**src/rtl/keyscan_pkg.sv**
```systemverilog
package keyscan_pkg;

  typedef enum logic [1:0] {
    ST_SCAN    = 2'd0,
    ST_CHECK   = 2'd1,
    ST_OFFER   = 2'd2,
    ST_RELEASE = 2'd3
  } scan_state_t;

  // Character for a matrix position: digits, upper case, lower case, '*', '#'
  function automatic logic [7:0] code_to_char(input int idx);
    logic [7:0] ch;
    if (idx < 10)       ch = 8'(8'h30 + idx);
    else if (idx < 36)  ch = 8'(8'h41 + (idx - 10));
    else if (idx < 62)  ch = 8'(8'h61 + (idx - 36));
    else if (idx == 62) ch = 8'h2A;
    else                ch = 8'h23;
    return ch;
  endfunction

endpackage

```
**src/rtl/keyscan_stepper.sv**
```systemverilog
module keyscan_stepper #(
  parameter int CODE_W = 6,
  parameter int SETTLE_CYCLES = 4
) (
  input  logic              clk,
  input  logic              rst_n,
  input  logic              run,
  input  logic              bump,
  output logic [CODE_W-1:0] code,
  output logic              settle_end
);

  logic [CODE_W-1:0] code_q;

  always_ff @(posedge clk) begin
    if (!rst_n)    code_q <= '0;
    else if (bump) code_q <= code_q + 1'b1;
  end

  generate
    if (SETTLE_CYCLES <= 1) begin : g_no_dwell
      assign settle_end = run;
    end else begin : g_dwell
      localparam int DW = $clog2(SETTLE_CYCLES);
      logic [DW-1:0] dwell_q;
      always_ff @(posedge clk) begin
        if (!rst_n || !run || bump) dwell_q <= '0;
        else                        dwell_q <= dwell_q + 1'b1;
      end
      assign settle_end = run && (dwell_q == DW'(SETTLE_CYCLES - 1));
    end
  endgenerate

  assign code = code_q;

endmodule

```
**src/rtl/keyscan_timer.sv**
```systemverilog
module keyscan_timer #(
  parameter int CYCLES = 1000
) (
  input  logic clk,
  input  logic rst_n,
  input  logic clr,
  input  logic en,
  output logic done
);

  localparam int CW = (CYCLES > 1) ? $clog2(CYCLES) : 1;
  localparam logic [CW-1:0] LAST = CW'(CYCLES - 1);

  logic [CW-1:0] cnt_q;

  always_ff @(posedge clk) begin
    if (!rst_n || clr)       cnt_q <= '0;
    else if (en && !done)    cnt_q <= cnt_q + 1'b1;
  end

  assign done = (cnt_q == LAST);

endmodule

```
**src/rtl/keyscan_charmap.sv**
```systemverilog
module keyscan_charmap #(
  parameter int CODE_W = 6
) (
  input  logic [CODE_W-1:0] idx,
  output logic [7:0]        ch
);

  localparam int N = 1 << CODE_W;

  logic [7:0] table_w [N];

  generate
    for (genvar i = 0; i < N; i++) begin : g_entry
      assign table_w[i] = keyscan_pkg::code_to_char(i);
    end
  endgenerate

  assign ch = table_w[idx];

endmodule

```
**src/rtl/keypad_scanner.sv**
```systemverilog
module keypad_scanner #(
  parameter int ROW_W = 3,
  parameter int COL_W = 3,
  parameter int SETTLE_CYCLES = 4,
  parameter int DEBOUNCE_CYCLES = 500000
) (
  input  logic                   clk,
  input  logic                   rst_n,
  output logic [ROW_W-1:0]       row_sel,
  output logic [COL_W-1:0]       col_sel,
  input  logic                   sense_n,
  output logic                   key_valid,
  input  logic                   key_ready,
  output logic [ROW_W+COL_W-1:0] key_code,
  output logic [7:0]             key_char
);

  import keyscan_pkg::*;

  localparam int CODE_W = ROW_W + COL_W;

  scan_state_t      state_q, state_d;
  logic [CODE_W-1:0] code;
  logic              settle_end;
  logic              run, bump;
  logic              tmr_clr, tmr_en, tmr_done;

  keyscan_stepper #(.CODE_W(CODE_W), .SETTLE_CYCLES(SETTLE_CYCLES)) u_step (
    .clk(clk), .rst_n(rst_n), .run(run), .bump(bump),
    .code(code), .settle_end(settle_end)
  );

  keyscan_timer #(.CYCLES(DEBOUNCE_CYCLES)) u_tmr (
    .clk(clk), .rst_n(rst_n), .clr(tmr_clr), .en(tmr_en), .done(tmr_done)
  );

  keyscan_charmap #(.CODE_W(CODE_W)) u_map (
    .idx(code), .ch(key_char)
  );

  always_comb begin
    state_d = state_q;
    run     = 1'b0;
    bump    = 1'b0;
    tmr_clr = 1'b0;
    tmr_en  = 1'b0;
    unique case (state_q)
      ST_SCAN: begin
        run     = 1'b1;
        tmr_clr = 1'b1;
        if (settle_end) begin
          if (!sense_n) state_d = ST_CHECK;
          else          bump    = 1'b1;
        end
      end
      ST_CHECK: begin
        tmr_en = 1'b1;
        if (tmr_done) begin
          if (!sense_n) begin
            state_d = ST_OFFER;
          end else begin
            state_d = ST_SCAN;
            bump    = 1'b1;
          end
        end
      end
      ST_OFFER: begin
        tmr_clr = 1'b1;
        if (key_ready) state_d = ST_RELEASE;
      end
      ST_RELEASE: begin
        tmr_clr = !sense_n;
        tmr_en  = sense_n;
        if (sense_n && tmr_done) begin
          state_d = ST_SCAN;
          bump    = 1'b1;
        end
      end
      default: state_d = ST_SCAN;
    endcase
  end

  always_ff @(posedge clk) begin
    if (!rst_n) state_q <= ST_SCAN;
    else        state_q <= state_d;
  end

  assign row_sel   = code[CODE_W-1:COL_W];
  assign col_sel   = code[COL_W-1:0];
  assign key_code  = code;
  assign key_valid = (state_q == ST_OFFER);

endmodule

```
**config.mk**
```make
export PLATFORM = sky130hd
export DESIGN_NAME = keypad_scanner
export DESIGN_NICKNAME = d
export VERILOG_FILES = /design/src/rtl/keyscan_pkg.sv /design/src/rtl/keyscan_stepper.sv /design/src/rtl/keyscan_timer.sv /design/src/rtl/keyscan_charmap.sv /design/src/rtl/keypad_scanner.sv
export SDC_FILE = /design/constraint.sdc
export NUM_CORES = 1
export LEC_CHECK = 0
export ABC_AREA = 0
export ABC_CLOCK_PERIOD_IN_PS = 2600
export BUFFER_PORTS_ARGS = -buffer_cell sky130_fd_sc_hd__clkbuf_2
export CAP_MARGIN = 20
export CORE_MARGIN = 2
export CORE_UTILIZATION = 40
export DETAILED_ROUTE_END_ITERATION = 8
export PLACE_DENSITY_LB_ADDON = 0.05
export SYNTH_ARGS = -nofsm -noshare
export SYNTH_HDL_FRONTEND = slang
export SYNTH_SLANG_ARGS = --single-unit
```
**constraint.sdc**
```tcl
create_clock -name clk -period 2.6 [get_ports clk]
set_input_delay 0.52 -clock clk [delete_from_list [all_inputs] [get_ports clk]]
set_output_delay 0.52 -clock clk [all_outputs]
set_load 0.01 [all_outputs]
```
==> qor.yml, run 1 <==
die_h_um: 77.3
synth_top_family_by_area: "simple AND/OR/NAND/NOR gates"
fin_skew_ns: 0.00614
dpl.hpwl_um: 3580
min_period_over_period_pct: 93.4
yosys_warnings: 0
syn_nets: 280
wire_per_inst_um: 14.0
critPathBufInv: 3
crit_family: "multiplexers"
critPathMaxFanout: 9
relSlewSlack_pct: 62.5
fillers: 550
coreArea_sq_um: 5140
cts_tree: "done"
required_ns: 2.08
worstHoldEndpoint: "u_step.g_dwell.dwell_q[0]"
worstPathArrival_ns: 1.91
fmaxAchievable_mhz: 412
clkLatencyLatePin_ns: 0.29
worstSetupStartpointType: "register"
htreeDepth: 2
ys.flop_type: "dfxtp_1"
slowest_delay_ns: 0.44
setup_ws_ns: 0.172
holdBufCountCts: 0
syn-instance-count: 267
maxCapViolations: 0
cts_root_buf: "clkbuf_8"
run_status: "finished, final reports clean"
p_leak_nw: 0.894
final_cell_mix: "nand2_1, dfxtp_1, clkbuf_2"
synth_xor_area_share_pct: 1.22
start_util_pct: 41.8
final_layout_size_suffix_gt1_share_pct: 19.9
dpl_worst_slack_ns: 0.266
final_nets: 299
clock_path_buffers: 2
numCtsBuffers: 5
drc: 0
path_class: "reg2out"
synth-compound-area-share_pct: 16.0
io_buffers: 23
clkSinkCount: 29
track_usage_pct: 17.6
r2r_cells: 5
synth_edf_count: 0
ant_nets: 0
antenna_found_initial: 0
io_pins: 25
synthAdderAreaFrac_pct: 5.24
post_synth.cell_area_avg_sq_um: 8.05
hold_viol_final: 0
synthArstFlopShare_pct: 0
final_common_cell: "nand2_1"
synth-simple-area-share_pct: 31.2
finalPower_uw: 997
path_clk_slew_ns: 0.07
rows: 26
tightest_slew_ns: 0.560
path_cells: "ha_1 > inv_1 > ha_1 > inv_1 > mux4_2 > nand2_1 > o21ai_0 > clkbuf_2"
slew_violations: 0
setup_tns_ns: 0
grt_pass1_wl_um: 8500
synth_seq_area_share_pct: 27.0
finalCriticalPeriod_ns: 2.43
crit_path_top_delay_cell: "mux4_2"
setup-violations-final: 0
place_congestion: 0.879
synth_cell_types: 56
n_antenna_cell: 0
grt_pass1_vias: 1729
end_kind: "output pin"
reg2reg_slack_ns: 0.63
regToRegEndpoint: "u_step.code[0]"
ir_drop_uv: 253
synthMuxAreaShare_pct: 9.95
r2r-start: "u_tmr.cnt_q[0]"
firstDrtPassIters: 6
rsz0062_at_grt: "false"
power.density_nw_per_um2: 413
via_count: 1940
synth_area_sq_um: 2150
gr-total-overflow: 0
wirelength_um: 5000
die_area_sq_um: 5980
grt_start_max_net_pins: 19
die_x_um: 77.3
hp-class: "reg2reg"
syn_to_final_growth_pct: 12.3
hold_start: "u_step.g_dwell.dwell_q[0]"
via_per_inst: 5.43
drt_iter0_markers: 107
synth-seq-cells: 29
whs_path_depth: 1
==> flip-flops by register name, indices dropped and copies added (netlist names), named ones only <==
| register | cells |
|---|---|
| state_q | 1 |
| u_step.code | 6 |
| u_step.g_dwell.dwell_q | 2 |
| u_tmr.cnt_q | 19 |
==> metrics by stage <==
| step | instance area (sq um) | instances | util (%) | hold WS (ns) |
|---|---|---|---|---|
| 3_5_place_dp | 2260 | 347 | 44.0 | 0.430 |
| 5_1_grt | 2410 | 357 | 47.0 | 0.451 |
| 3_3_place_gp | 2260 | 347 | 44.0 | 0.421 |
| 4_1_cts | 2380 | 355 | 46.3 | 0.439 |
| 6_report | 2410 | 357 | 47.0 | 0.436 |
| 2_1_floorplan | 2150 | 267 | - | 0.405 |
==> cell usage after synthesis (all sizes together), types with 2 or more instances <==
cell type / number / area share [%]
a211oi: 6 / 2.1
a21boi: 3 / 1.0
a21oi: 11 / 2.6
a31oi: 4 / 1.2
and2: 5 / 1.5
and3: 7 / 2.0
and4: 3 / 1.3
and4bb: 2 / 1.2
buf: 12 / 4.1
clkbuf: 10 / 3.1
dfxtp: 29 / 27
ha: 9 / 5.2
inv: 11 / 1.9
mux2i: 18 / 8.4
nand2: 41 / 7.2
nand2b: 13 / 3.8
nand3: 9 / 2.1
nand4: 10 / 2.9
nor2: 7 / 1.2
nor2b: 2 / 0.58
nor3: 3 / 0.70
nor3b: 2 / 0.70
nor4: 5 / 1.7
o21ai: 14 / 3.8
o311ai: 2 / 0.82
o31ai: 4 / 1.4
or3: 2 / 0.58
or4: 5 / 1.9
xor2: 3 / 1.2
==> per-layer routing <==
layer	global-route usage [%]	up-vias	wire (um)
li1	-	1004	-
met1	25.7	902	2750
met2	25.8	28	2050
met3	3.41	6	125
met4	5.54	0	66
met5	0	-	0
==> logic make-up after synthesis <==
logic type,count (synthesis)
flip-flops,29
other,1
AO/OA/AOI/OAI,52
XOR/XNOR,3
adder cells (fa/ha/maj),9
AND/OR/NAND/NOR,120
buffers and inverters,33
multiplexers,20
==> area by class of cell <==
type                       count  area (sq um)  area share [%]
clock buffer                   7          86.3            3.58
inverter                      11          41.3            1.71
sequential                    29           588            24.4
tap                           70          87.6            3.63
multi-input combinational    205          1380            57.3
timing repair buffer          34           198            8.19
clock inverter                 1          30.0            1.24
==> worst max-delay path by stage <==
stage / startpoint / end / slack, ns / depth (start not counted)
floorplan: u_step.code[2] / key_char[2] / 0.23 / 8
global placement: u_step.code[0] / key_char[0] / 0.32 / 7
detailed placement: u_step.code[1] / key_char[2] / 0.27 / 8
CTS: u_step.code[0] / key_char[3] / 0.09 / 8
global route: u_step.code[2] / key_char[2] / 0.001 / 8
finish: u_step.code[0] / key_char[3] / 0.17 / 8
==> worst register-to-register path, stage by stage (launching register included) <==
cell and delay, ns:
dfxtp_1 0.33, ha_1 0.24, and4_2 0.29, and2_1 0.30, a31oi_1 0.48, mux2i_1 0.25
==> power breakdown <==
part / internal, mW / switching (mW)
logic: 0.0215 / 0.0246
registers: 0.448 / 0.00584
clock network: 0.312 / 0.185
==> what timing repair did <==
item | 4_1_cts | 5_1_grt
endpoints found under the setup margin | 2 | 3
setup buffers | 0 | 2
gates resized for setup | 2 | 5
No activity file was read; power rests on OpenSTA's default activity.
==> run 2, diff against run 1 <==
- CELL_PAD_IN_SITES_DETAIL_PLACEMENT: not set -> 0
- CELL_PAD_IN_SITES_GLOBAL_PLACEMENT: not set -> 1
- PLACE_DENSITY: not set -> 0.73
- PLACE_DENSITY_LB_ADDON: 0.05 -> not set
==> qor.yml, run 2 (synthesis gave the netlist of run 1 again) <==
drt_iter0_markers: 129
start_util_pct: 41.8
grt_pass1_wl_um: 8340
whs_path_depth: 1
hold_start: "u_step.g_dwell.dwell_q[0]"
grt_pass1_vias: 1700
holdWs_ns: 0.430
ir_drop_uv: 288
antenna_found_initial: 0
tightest_slew_ns: 0.528
top_register: "u_tmr.cnt_q"
via_count: 1966
die_x_um: 77.3
clock_path_buffers: 2
final_cell_mix: "nand2_1, dfxtp_1, clkbuf_2"
run_status: "finished, final reports clean"
n_antenna_cell: 0
clkSinkCount: 29
hp-class: "reg2reg"
worstSetupStartpointType: "register"
path_clk_slew_ns: 0.06
holdBufCountCts: 0
setup_ws_ns: 0.118
relSlewSlack_pct: 64.6
via_per_inst: 5.49
worstHoldEndpoint: "u_step.g_dwell.dwell_q[0]"
hold_viol_final: 0
path_class: "reg2out"
grt_start_max_net_pins: 21
worstPathArrival_ns: 1.96
final_nets: 300
io_buffers: 23
slew_violations: 0
finalCriticalPeriod_ns: 2.48
maxCapViolations: 0
setup_tns_ns: 0
regToRegEndpoint: "u_step.code[0]"
final_common_cell: "nand2_1"
critPathMaxFanout: 9
setup-violations-final: 0
cts_tree: "done"
final_layout_size_suffix_gt1_share_pct: 20.1
reg2reg_slack_ns: 0.66
htreeDepth: 2
p_leak_nw: 0.899
largest_reg_flops: 19
end_kind: "output pin"
dpl_worst_slack_ns: 0.267
cts_root_buf: "clkbuf_8"
drc: 0
r2r_cells: 5
wirelength_um: 5000
coreArea_sq_um: 5140
power.density_nw_per_um2: 409
track_usage_pct: 17.1
fin_skew_ns: 0.00889
ant_nets: 0
io_pins: 25
gr-total-overflow: 0
clkLatencyLatePin_ns: 0.28
die_area_sq_um: 5980
min_period_over_period_pct: 95.4
dpl.hpwl_um: 3610
rsz0062_at_grt: "false"
firstDrtPassIters: 4
r2r-start: "u_tmr.cnt_q[0]"
place_congestion: 0.770
wire_per_inst_um: 14.0
fin_util_pct: 47.2
syn_to_final_growth_pct: 12.7
finalPower_uw: 990
required_ns: 2.08
fmaxAchievable_mhz: 403
die_h_um: 77.3
numCtsBuffers: 5
rows: 26
run 2: changes by cell type in the layout (fill, tap and decap cells not counted), sizes merged:
cell  before  now
buf       11   12
run 2: repair_timing:
item	4_1_cts	5_1_grt
resized for setup	2	5
setup endpoints to repair	2	4
pin swaps	0	0
setup buffers	0	3
gates cloned	0	0
run 2: how the worst max path moves through the flow:
| stage | start | depth (start not counted) | end | slack, ns |
|---|---|---|---|---|
| floorplan | u_step.code[2] | 8 | key_char[2] | 0.23 |
| global placement | u_step.code[0] | 7 | key_char[0] | 0.27 |
| detailed placement | u_step.code[1] | 8 | key_char[2] | 0.27 |
| CTS | u_step.code[0] | 8 | key_char[3] | 0.09 |
| global route | u_step.code[0] | 7 | key_char[2] | 0.005 |
| finish | u_step.code[0] | 8 | key_char[3] | 0.12 |
run 2: layout make-up:
type                       count  area [sq um]
fill                         545          2720
multi-input combinational    205          1380
sequential                    29           589
timing repair buffer          35           205
tap                           70          87.6
clock buffer                   7          86.3
inverter                      11          41.3
clock inverter                 1          30.0
run 2: metal layers:
layer	up-vias	routed length, um	global-route usage [%]
met1	910	2600	25.1
met2	43	2170	25.1
met5	-	0	0
met3	6	185	3.29
li1	1007	-	-
met4	0	43	4.82
run 2: where the power goes:
part / leakage [nW] / total (mW) / internal [mW] / switching (mW)
Combinational: 0.605 / 0.0447 / 0.0208 / 0.0239
Sequential: 0.236 / 0.454 / 0.448 / 0.00552
Clock: 0.0585 / 0.492 / 0.312 / 0.179
run 2: critical path, stage by stage, from the launching register on:
cell and delay (ns):
dfxtp_4 0.37, inv_1 0.16, ha_4 0.17, inv_1 0.05
ha_1 0.19, mux4_2 0.45, nand2_1 0.07, o21ai_0 0.07
clkbuf_2 0.15
run 2: per-stage QoR:
stage                     instances  cell area, sq um
after floorplan                 267              2150
after global placement          347              2260
after detailed placement        347              2260
after CTS                       355              2380
after global routing            358              2420
final                           358              2420
